<file path="src/rtl/dpalu_pkg.sv">
package dpalu_pkg;
    typedef enum logic [1:0] {
        FN_AND  = 2'b00,
        FN_OR   = 2'b01,
        FN_NOTB = 2'b10,
        FN_SUM  = 2'b11
    } alu_fn_e;

    typedef enum logic [1:0] {
        SH_PASS  = 2'b00,
        SH_LEFT  = 2'b01,
        SH_RIGHT = 2'b10,
        SH_BAD   = 2'b11
    } shift_mode_e;
endpackage

</file>
<file path="src/rtl/dpalu_gate.sv">
module dpalu_gate #(
    parameter int W = 32
) (
    input  logic [W-1:0] a_raw,
    input  logic [W-1:0] b_raw,
    input  logic         gate_a,
    input  logic         gate_b,
    input  logic         invert_a,
    output logic [W-1:0] op_a,
    output logic [W-1:0] op_b
);
    logic [W-1:0] a_gated;

    for (genvar i = 0; i < W; i++) begin : g_bit
        assign a_gated[i] = a_raw[i] & gate_a;
        assign op_a[i]    = a_gated[i] ^ invert_a;
        assign op_b[i]    = b_raw[i] & gate_b;
    end

    always_comb begin
        a_r2_gate_b_zero: assert (gate_b || op_b == '0);
        a_r3_inv_const: assert (gate_a || op_a == {W{invert_a}});
    end
endmodule

</file>
<file path="src/rtl/dpalu_core.sv">
module dpalu_core
    import dpalu_pkg::*;
#(
    parameter int W = 32
) (
    input  logic [W-1:0] op_a,
    input  logic [W-1:0] op_b,
    input  alu_fn_e      fn,
    input  logic         carry,
    output logic [W-1:0] res
);
    logic [W-1:0] sum;
    assign sum = op_a + op_b + {{(W-1){1'b0}}, carry};

    always_comb begin
        unique case (fn)
            FN_AND:  res = op_a & op_b;
            FN_OR:   res = op_a | op_b;
            FN_NOTB: res = ~op_b;
            FN_SUM:  res = sum;
            default: res = '0;
        endcase
    end

    always_comb begin
        if (fn == FN_SUM) begin
            a_r4_sum_consistent: assert (res - op_b - op_a == {{(W-1){1'b0}}, carry});
        end
        if (fn == FN_NOTB) begin
            a_r1_notb_disjoint: assert ((res & op_b) == '0);
        end
    end
endmodule

</file>
<file path="src/rtl/dpalu_shifter.sv">
module dpalu_shifter
    import dpalu_pkg::*;
#(
    parameter int W      = 32,
    parameter int LSHIFT = 8
) (
    input  logic [W-1:0] din,
    input  logic         left_req,
    input  logic         right_req,
    output logic [W-1:0] dout,
    output logic         bad_code
);
    shift_mode_e mode;
    assign mode = shift_mode_e'({right_req, left_req});

    always_comb begin
        bad_code = 1'b0;
        unique case (mode)
            SH_PASS:  dout = din;
            SH_LEFT:  dout = {din[W-1-LSHIFT:0], {LSHIFT{1'b0}}};
            SH_RIGHT: dout = {din[W-1], din[W-1:1]};
            SH_BAD: begin
                dout     = din;
                bad_code = 1'b1;
            end
            default:  dout = din;
        endcase
    end

    always_comb begin
        if (!left_req && !right_req) a_r5_pass_through: assert (dout == din);
        if (left_req && !right_req) a_r6_zero_fill: assert (dout[LSHIFT-1:0] == '0);
        if (right_req && !left_req) a_r7_keep_msb: assert (dout[W-1] == din[W-1] && dout[W-2] == din[W-1]);
        if (left_req && right_req) a_r10_bad_is_pass: assert (bad_code && dout == din);
    end
endmodule

</file>
<file path="src/rtl/dpalu_flags.sv">
module dpalu_flags #(
    parameter int W = 32
) (
    input  logic [W-1:0] res,
    output logic         neg,
    output logic         zero
);
    assign neg  = res[W-1];
    assign zero = ~|res;

    always_comb begin
        a_r9_flags_exclusive: assert (!(neg && zero));
    end
endmodule

</file>
<file path="src/rtl/dpalu_top.sv">
module dpalu_top
    import dpalu_pkg::*;
#(
    parameter int W      = 32,
    parameter int LSHIFT = 8
) (
    input  logic [W-1:0] a_in,
    input  logic [W-1:0] b_in,
    input  logic [1:0]   fn_sel,
    input  logic         gate_a,
    input  logic         gate_b,
    input  logic         invert_a,
    input  logic         force_carry,
    input  logic         shl8,
    input  logic         sra1,
    output logic [W-1:0] c_out,
    output logic         neg_flag,
    output logic         zero_flag,
    output logic         shift_illegal
);
    logic [W-1:0] op_a, op_b, alu_res;

    dpalu_gate #(.W(W)) u_gate (
        .a_raw(a_in), .b_raw(b_in), .gate_a(gate_a), .gate_b(gate_b),
        .invert_a(invert_a), .op_a(op_a), .op_b(op_b)
    );

    dpalu_core #(.W(W)) u_core (
        .op_a(op_a), .op_b(op_b), .fn(alu_fn_e'(fn_sel)),
        .carry(force_carry), .res(alu_res)
    );

    dpalu_shifter #(.W(W), .LSHIFT(LSHIFT)) u_shift (
        .din(alu_res), .left_req(shl8), .right_req(sra1),
        .dout(c_out), .bad_code(shift_illegal)
    );

    dpalu_flags #(.W(W)) u_flags (
        .res(alu_res), .neg(neg_flag), .zero(zero_flag)
    );

    always_comb begin
        if (!shl8 && !sra1) a_r8_neg_tracks_out: assert (neg_flag == c_out[W-1]);
        if (shift_illegal) a_r10_illegal_both: assert (shl8 && sra1);
    end
endmodule

</file>
<file path="config.mk">
export PLATFORM = sky130hd
export DESIGN_NAME = dpalu_top
export DESIGN_NICKNAME = d
export VERILOG_FILES = /design/src/rtl/dpalu_pkg.sv /design/src/rtl/dpalu_gate.sv /design/src/rtl/dpalu_core.sv /design/src/rtl/dpalu_shifter.sv /design/src/rtl/dpalu_flags.sv /design/src/rtl/dpalu_top.sv
export SDC_FILE = /design/constraint.sdc
export NUM_CORES = 1
export LEC_CHECK = 0
export ABC_CLOCK_PERIOD_IN_PS = 7700
export BUFFER_PORTS_ARGS = -buffer_cell sky130_fd_sc_hd__buf_2
export CAP_MARGIN = 10
export CORE_UTILIZATION = 56
export DETAILED_ROUTE_END_ITERATION = 7
export PLACE_DENSITY = 0.88
export SLEW_MARGIN = 5
export SYNTH_ARGS = -nofsm -noshare
export SYNTH_HDL_FRONTEND = slang
export SYNTH_HIERARCHICAL = 1
export SYNTH_SLANG_ARGS = --single-unit
</file>
<file path="constraint.sdc">
create_clock -name vclk -period 7.7
set_clock_uncertainty 0.1 [all_clocks]
set_input_delay 1.54 -clock vclk [all_inputs]
set_output_delay 1.54 -clock vclk [all_outputs]
set_load 0.1 [all_outputs]
</file>
==> impl_metrics.yaml, run 1 <==
timing:
  fin_setup_tns_ps: 0
  finalMaxSlewViolations: 0
  maxSlewHeadroom_pct: 30.31
  hold_viol: 0
  max_clock_freq_ghz: 0.1379
  tightest_slew_ps: 1045
  post-route-period-util_pct: 94.16
  grt_setup_unrepaired: "false"
  fin_crit_ps: 7251
  final-setup-viol-count: 0
synth:
  yosys-top-cells-count: "sky130_fd_sc_hd__nand2_1, sky130_fd_sc_hd__inv_1, sky130_fd_sc_hd__ha_1"
  post_synth_num_cell_types: 56
  netlist.top_cell.by_area: "sky130_fd_sc_hd__ha_1"
  post-synth-top-count-cell: "sky130_fd_sc_hd__nand2_1"
  syn_area_mm2: 0.004617
  syn_area_per_cell_um2: 6.790
  top_post_synthesis_cells_by_area: "sky130_fd_sc_hd__ha_1, sky130_fd_sc_hd__xnor2_1, sky130_fd_sc_hd__nand2_1"
  synth_sequential_area_ratio_pct: 0
  top_area_cell_type_share_of_the_netlist_area_pct: 18.16
  synthesis.instances: 680
  postSynthNetCount: 821
  yosysWarnings: 6
power_and_ir_drop:
  clkPwrFrac_pct: 0
  power.static_leakage_uw: 0.002559
  cellInternalPower_uw: 198.1
  part_of_the_total_power_dissipated_in_combinational_logic_pct: 100.0
  power_frac_seq_pct: 0
  power-per-cell-area_mw_per_mm2: 136.0
  power.ir.vdd_worst_uv: 57.71
  switchingPower_uw: 491.6
  power.switching_fraction_pct: 71.28
cells_and_area:
  clockBufferCount: 0
  post-route-util_pct: 64.62
  flow.area_growth_from_synthesis_pct: 9.837
  layout-drive-gt1-share_pct: 18.36
  final_layout_net_count: 889
  diodes: 0
  seq_cells: 0
  layout.area.seq_um2: 0
clock_tree:
  postCtsSetupRepairBufs: 0
  cts_resized: 0
  hold_buffers: 0
worst_setup_path:
  worst_setup_ep_type: "output port"
  cp_data_arrival_time_ps: 5610
  path_max_fanout: 32
  critPathLaunchType: "primary input"
  critical_path_required_ps: 6060
  worst-setup-path-type: "primary input to output port"
global_routing:
  groute.usage.overall_pct: 30.85
  globalRoute.totalOverflow: 0
  vias_in_the_first_global_route: 4779
  antenna_violations_before_repair: 0
  pin_count_of_the_biggest_net_entering_global_routing: 57
  wire_length_of_the_first_global_routing_pass_um: 22100
placement:
  final_weighted_congestion_of_routability_driven_global_placement: 0.9708
  port_buffers: 107
  post-dp-hpwl_um: 10760
routing:
  routed_wirelength_um: 13500
  route.detailed.vias_per_inst: 6.075
  post_drt_wl_per_cell_um: 15.92
  initialDrtViolationCount: 449
  vias_post_dr: 5152
  postRouteAntennaNets: 0
  drcViolationCount: 0
  drt-pass1-iter-count: 6
floorplanning:
  core_area_mm2: 0.007848
  design.die.area_mm2: 0.008612
  die_height_um: 92.80
  floorplan.initialDensity_pct: 58.83
  die_width_um: 92.80
  placementRows: 32
  top_level_ports: 107
outcome:
  outcome: "complete, no violations"
job:
  timing.max_cap.violations: 0
min_path:
  type_of_the_worst_min_delay_path: "primary input to output port"
-- layout make-up --
| class | instances | area, um2 |
|---|---|---|
| multi-input cells | 543 | 4010 |
| fillers | 748 | 2776 |
| repair buffers | 113 | 595.6 |
| inverters | 90 | 337.8 |
| well taps | 102 | 127.6 |
-- kinds of logic after synthesis --
group / Yosys count / share of synthesized area [%]
AOI/OAI and AO/OA: 206 / 30.16
and+or+nand+nor: 194 / 19.73
buffers and inverters: 137 / 13.14
adders and majority gates: 69 / 19.02
xor gates and xnor gates: 60 / 11.38
muxes: 14 / 6.558
-- placed cells by master, fill, tap and decap left out, types with 2 or more instances in the layout --
cell type                   netlist  layout
sky130_fd_sc_hd__nand4_1          6       6
sky130_fd_sc_hd__mux4_2          13      13
sky130_fd_sc_hd__a211o_1          2       2
sky130_fd_sc_hd__o31ai_1          2       2
sky130_fd_sc_hd__inv_1           90      90
sky130_fd_sc_hd__nand2_1        102     102
sky130_fd_sc_hd__fa_1             2       2
sky130_fd_sc_hd__xor2_1          14      14
sky130_fd_sc_hd__a211oi_1         4       4
sky130_fd_sc_hd__nor4_1           7       7
sky130_fd_sc_hd__ha_1            67      67
sky130_fd_sc_hd__a21oi_1         32      32
sky130_fd_sc_hd__o22ai_1          4       4
sky130_fd_sc_hd__buf_4            5       6
sky130_fd_sc_hd__and3_1           2       2
sky130_fd_sc_hd__a22oi_1         31      31
sky130_fd_sc_hd__o21ai_1         29      29
sky130_fd_sc_hd__or3_1            3       3
sky130_fd_sc_hd__o21ai_0         24      24
sky130_fd_sc_hd__a2111oi_0        2       2
sky130_fd_sc_hd__nand3_1         10      10
sky130_fd_sc_hd__buf_2            5     106
sky130_fd_sc_hd__o221ai_1         9       9
sky130_fd_sc_hd__nand2b_1         2       2
sky130_fd_sc_hd__a31oi_1          9       9
sky130_fd_sc_hd__xnor2_1         46      46
sky130_fd_sc_hd__o21a_1           2       2
sky130_fd_sc_hd__nor2_1          22      22
sky130_fd_sc_hd__and2_1          32      32
sky130_fd_sc_hd__a21o_1          22      22
sky130_fd_sc_hd__o21bai_1         4       4
sky130_fd_sc_hd__nand4b_1         2       2
sky130_fd_sc_hd__o211ai_1        17      17
-- worst max-delay path: stages --
cell and delay, ps:
sky130_fd_sc_hd__buf_2 270, sky130_fd_sc_hd__and2_1 260, sky130_fd_sc_hd__fa_1 460, sky130_fd_sc_hd__fa_1 430, sky130_fd_sc_hd__a21o_2 220, sky130_fd_sc_hd__nand3_2 80
sky130_fd_sc_hd__a31o_4 200, sky130_fd_sc_hd__o311ai_4 140, sky130_fd_sc_hd__a221oi_2 420, sky130_fd_sc_hd__a21boi_2 110, sky130_fd_sc_hd__mux2i_1 120, sky130_fd_sc_hd__or4_1 470
sky130_fd_sc_hd__nor4_1 330, sky130_fd_sc_hd__nand4_1 140, sky130_fd_sc_hd__nor2_1 210, sky130_fd_sc_hd__buf_12 210
-- metal layers --
layer | track usage (%) | share of wire [%] | wire (um) | vias up
met4 | 7.692 | 2.3 | 310 | 0
met2 | 53.86 | 47 | 6311 | 263
met3 | 1.067 | 7.2 | 972 | 31
li1 | - | - | - | 2493
met5 | 0 | 0 | 0 | -
met1 | 41.54 | 44 | 5901 | 2365
-- final timing paths --
| check | startpoint | end | depth (start not counted) |
|---|---|---|---|
| max | gate_b | zero_flag | 16 |
| min | sra1 | shift_illegal | 3 |
-- through the flow --
step	instances	total power (uW)	worst slack (ps)	cell area, um2	hold slack [ps]
3_3_place_gp	848	664.3	615.2	5071	3547
5_1_grt	848	734.1	230.8	5071	3579
3_5_place_dp	848	676.9	541.5	5071	3567
4_1_cts	848	678.7	521.3	5071	3567
6_report	848	689.6	449.5	5071	3561
2_1_floorplan	680	555.5	81.92	4617	3492
-- power by group through the flow --
stage / logic [uW] / registers, uW / clock network (uW)
finish: 690 / 0 / 0
global route: 734 / 0 / 0
CTS: 679 / 0 / 0
detailed placement: 677 / 0 / 0
global placement: 664 / 0 / 0
floorplan: 556 / 0 / 0
(Power assumes the default switching activity.)
==> run 2: changes to the inputs <==
Settings changed: ABC_CLOCK_PERIOD_IN_PS 7700 to default, CORE_UTILIZATION 56 to 30, PLACE_DENSITY 0.88 to 0.55, SKIP_LAST_GASP from default to 1.
==> run 2 against run 1 <==
Net effect: die area grew 85%; hold slack lost 15 ps; via count shrank 4.0%; critical endpoint unchanged.
==> impl_metrics.yaml, run 2 (synthesis gave the netlist of run 1 again) <==
power_and_ir_drop:
  power-per-cell-area_mw_per_mm2: 133.4
  power.switching_fraction_pct: 71.00
  power.ir.vdd_worst_uv: 82.46
  switchingPower_uw: 493.2
  power.static_leakage_uw: 0.002568
  cellInternalPower_uw: 201.5
  power_frac_seq_pct: 0
  part_of_the_total_power_dissipated_in_combinational_logic_pct: 100.0
  clkPwrFrac_pct: 0
cells_and_area:
  final_layout_net_count: 888
  diodes: 0
  fin_cells: 929
  layout_commonest_cell: "sky130_fd_sc_hd__buf_2"
  clockBufferCount: 0
  layout_common_cells: "sky130_fd_sc_hd__buf_2, sky130_fd_sc_hd__nand2_1, sky130_fd_sc_hd__inv_1"
  seq_cells: 0
  layout.area.seq_um2: 0
  flow.area_growth_from_synthesis_pct: 12.76
  layout-drive-gt1-share_pct: 18.26
timing:
  maxSlewHeadroom_pct: 27.29
  finalMaxSlewViolations: 0
  post-route-period-util_pct: 95.21
  final.hold.worst_slack_ps: 3547
  fin_crit_ps: 7331
  tightest_slew_ps: 1091
  final-setup-viol-count: 0
  fin_setup_tns_ps: 0
  max_clock_freq_ghz: 0.1364
  grt_setup_unrepaired: "false"
  hold_viol: 0
floorplanning:
  floorplan.initialDensity_pct: 31.29
  die_height_um: 126.1
  design.die.area_mm2: 0.01589
  die_width_um: 126.1
  top_level_ports: 107
  core_area_mm2: 0.01475
  placementRows: 44
routing:
  postRouteAntennaNets: 0
  initialDrtViolationCount: 472
  route.detailed.vias_per_inst: 5.326
  drt-pass1-iter-count: 5
  vias_post_dr: 4948
  post_drt_wl_per_cell_um: 15.80
  drcViolationCount: 0
  routed_wirelength_um: 14680
worst_setup_path:
  worst_setup_ep_type: "output port"
  critPathLaunchType: "primary input"
  worst-setup-path-type: "primary input to output port"
  cp_data_arrival_time_ps: 5690
  path_max_fanout: 16
  critical_path_required_ps: 6060
job:
  timing.max_cap.violations: 0
global_routing:
  pin_count_of_the_biggest_net_entering_global_routing: 57
  antenna_violations_before_repair: 0
  vias_in_the_first_global_route: 4700
  wire_length_of_the_first_global_routing_pass_um: 24160
  groute.usage.overall_pct: 18.31
  globalRoute.totalOverflow: 0
min_path:
  type_of_the_worst_min_delay_path: "primary input to output port"
  min_from: "sra1"
  hold_path_depth: 3
  worst_hold_path.endpoint: "shift_illegal"
placement:
  port_buffers: 107
  final_weighted_congestion_of_routability_driven_global_placement: 0.9193
  post-dp-hpwl_um: 11810
  post-place-cells: 929
clock_tree:
  hold_buffers: 0
  postCtsSetupRepairBufs: 0
  cts_resized: 0
outcome:
  outcome: "complete, no violations"
## run 2: changes by cell type in the layout (fill, tap and decap cells not counted), sizes merged
cell  change
buf       -1
## run 2: through the flow
step | setup slack (ps) | cell area [um2] | utilization (%) | total power, uW
global route | 63.30 | 5206 | 35.29 | 748.3
CTS | 362.7 | 5206 | 35.29 | 690.4
global placement | 409.3 | 5206 | 35.29 | 690.8
finish | 368.7 | 5206 | 35.29 | 694.7
detailed placement | 379.3 | 5206 | 35.29 | 688.5
floorplan | 81.92 | 4617 | - | 555.5
## run 2: area by class of cell
class                      instances  area, um2
fill                            1673       9548
tap                              184      230.2
timing repair buffer             112      628.1
multi-input combinational        543       4010
inverter                          90      337.8
## run 2: power by group through the flow
stage | registers (uW) | logic (uW) | clock network [uW]
after floorplan | 0 | 556 | 0
after global placement | 0 | 691 | 0
after CTS | 0 | 690 | 0
final | 0 | 695 | 0
after global routing | 0 | 748 | 0
after detailed placement | 0 | 688 | 0
## run 2: worst max path at each step
stage | from | slack (ps) | end | depth (start not counted)
2_1_floorplan | invert_a | 80 | zero_flag | 15
3_3_place_gp | gate_a | 410 | zero_flag | 17
3_5_place_dp | gate_a | 380 | zero_flag | 17
4_1_cts | gate_a | 360 | zero_flag | 17
5_1_grt | gate_a | 60 | c_out[22] | 16
6_report | gate_a | 370 | zero_flag | 17
## run 2: critical path, stage by stage
cell and delay (ps):
sky130_fd_sc_hd__buf_2 300, sky130_fd_sc_hd__nand2_1 110, sky130_fd_sc_hd__xnor2_1 200, sky130_fd_sc_hd__fa_1 500, sky130_fd_sc_hd__fa_1 420, sky130_fd_sc_hd__a21o_2 220
sky130_fd_sc_hd__nand3_2 90, sky130_fd_sc_hd__a31o_4 200, sky130_fd_sc_hd__o311ai_4 130, sky130_fd_sc_hd__a221oi_2 420, sky130_fd_sc_hd__a21boi_2 110, sky130_fd_sc_hd__mux2i_1 120
sky130_fd_sc_hd__or4_1 470, sky130_fd_sc_hd__nor4_1 290, sky130_fd_sc_hd__nand4_1 120, sky130_fd_sc_hd__nor2_1 240, sky130_fd_sc_hd__buf_12 210
## run 2: per-layer routing
metal	share of wire, %	GRT usage, %
met1	51	27.35
met2	43	29.41
met3	5.7	1.189
met4	0.61	1.914
met5	0	0
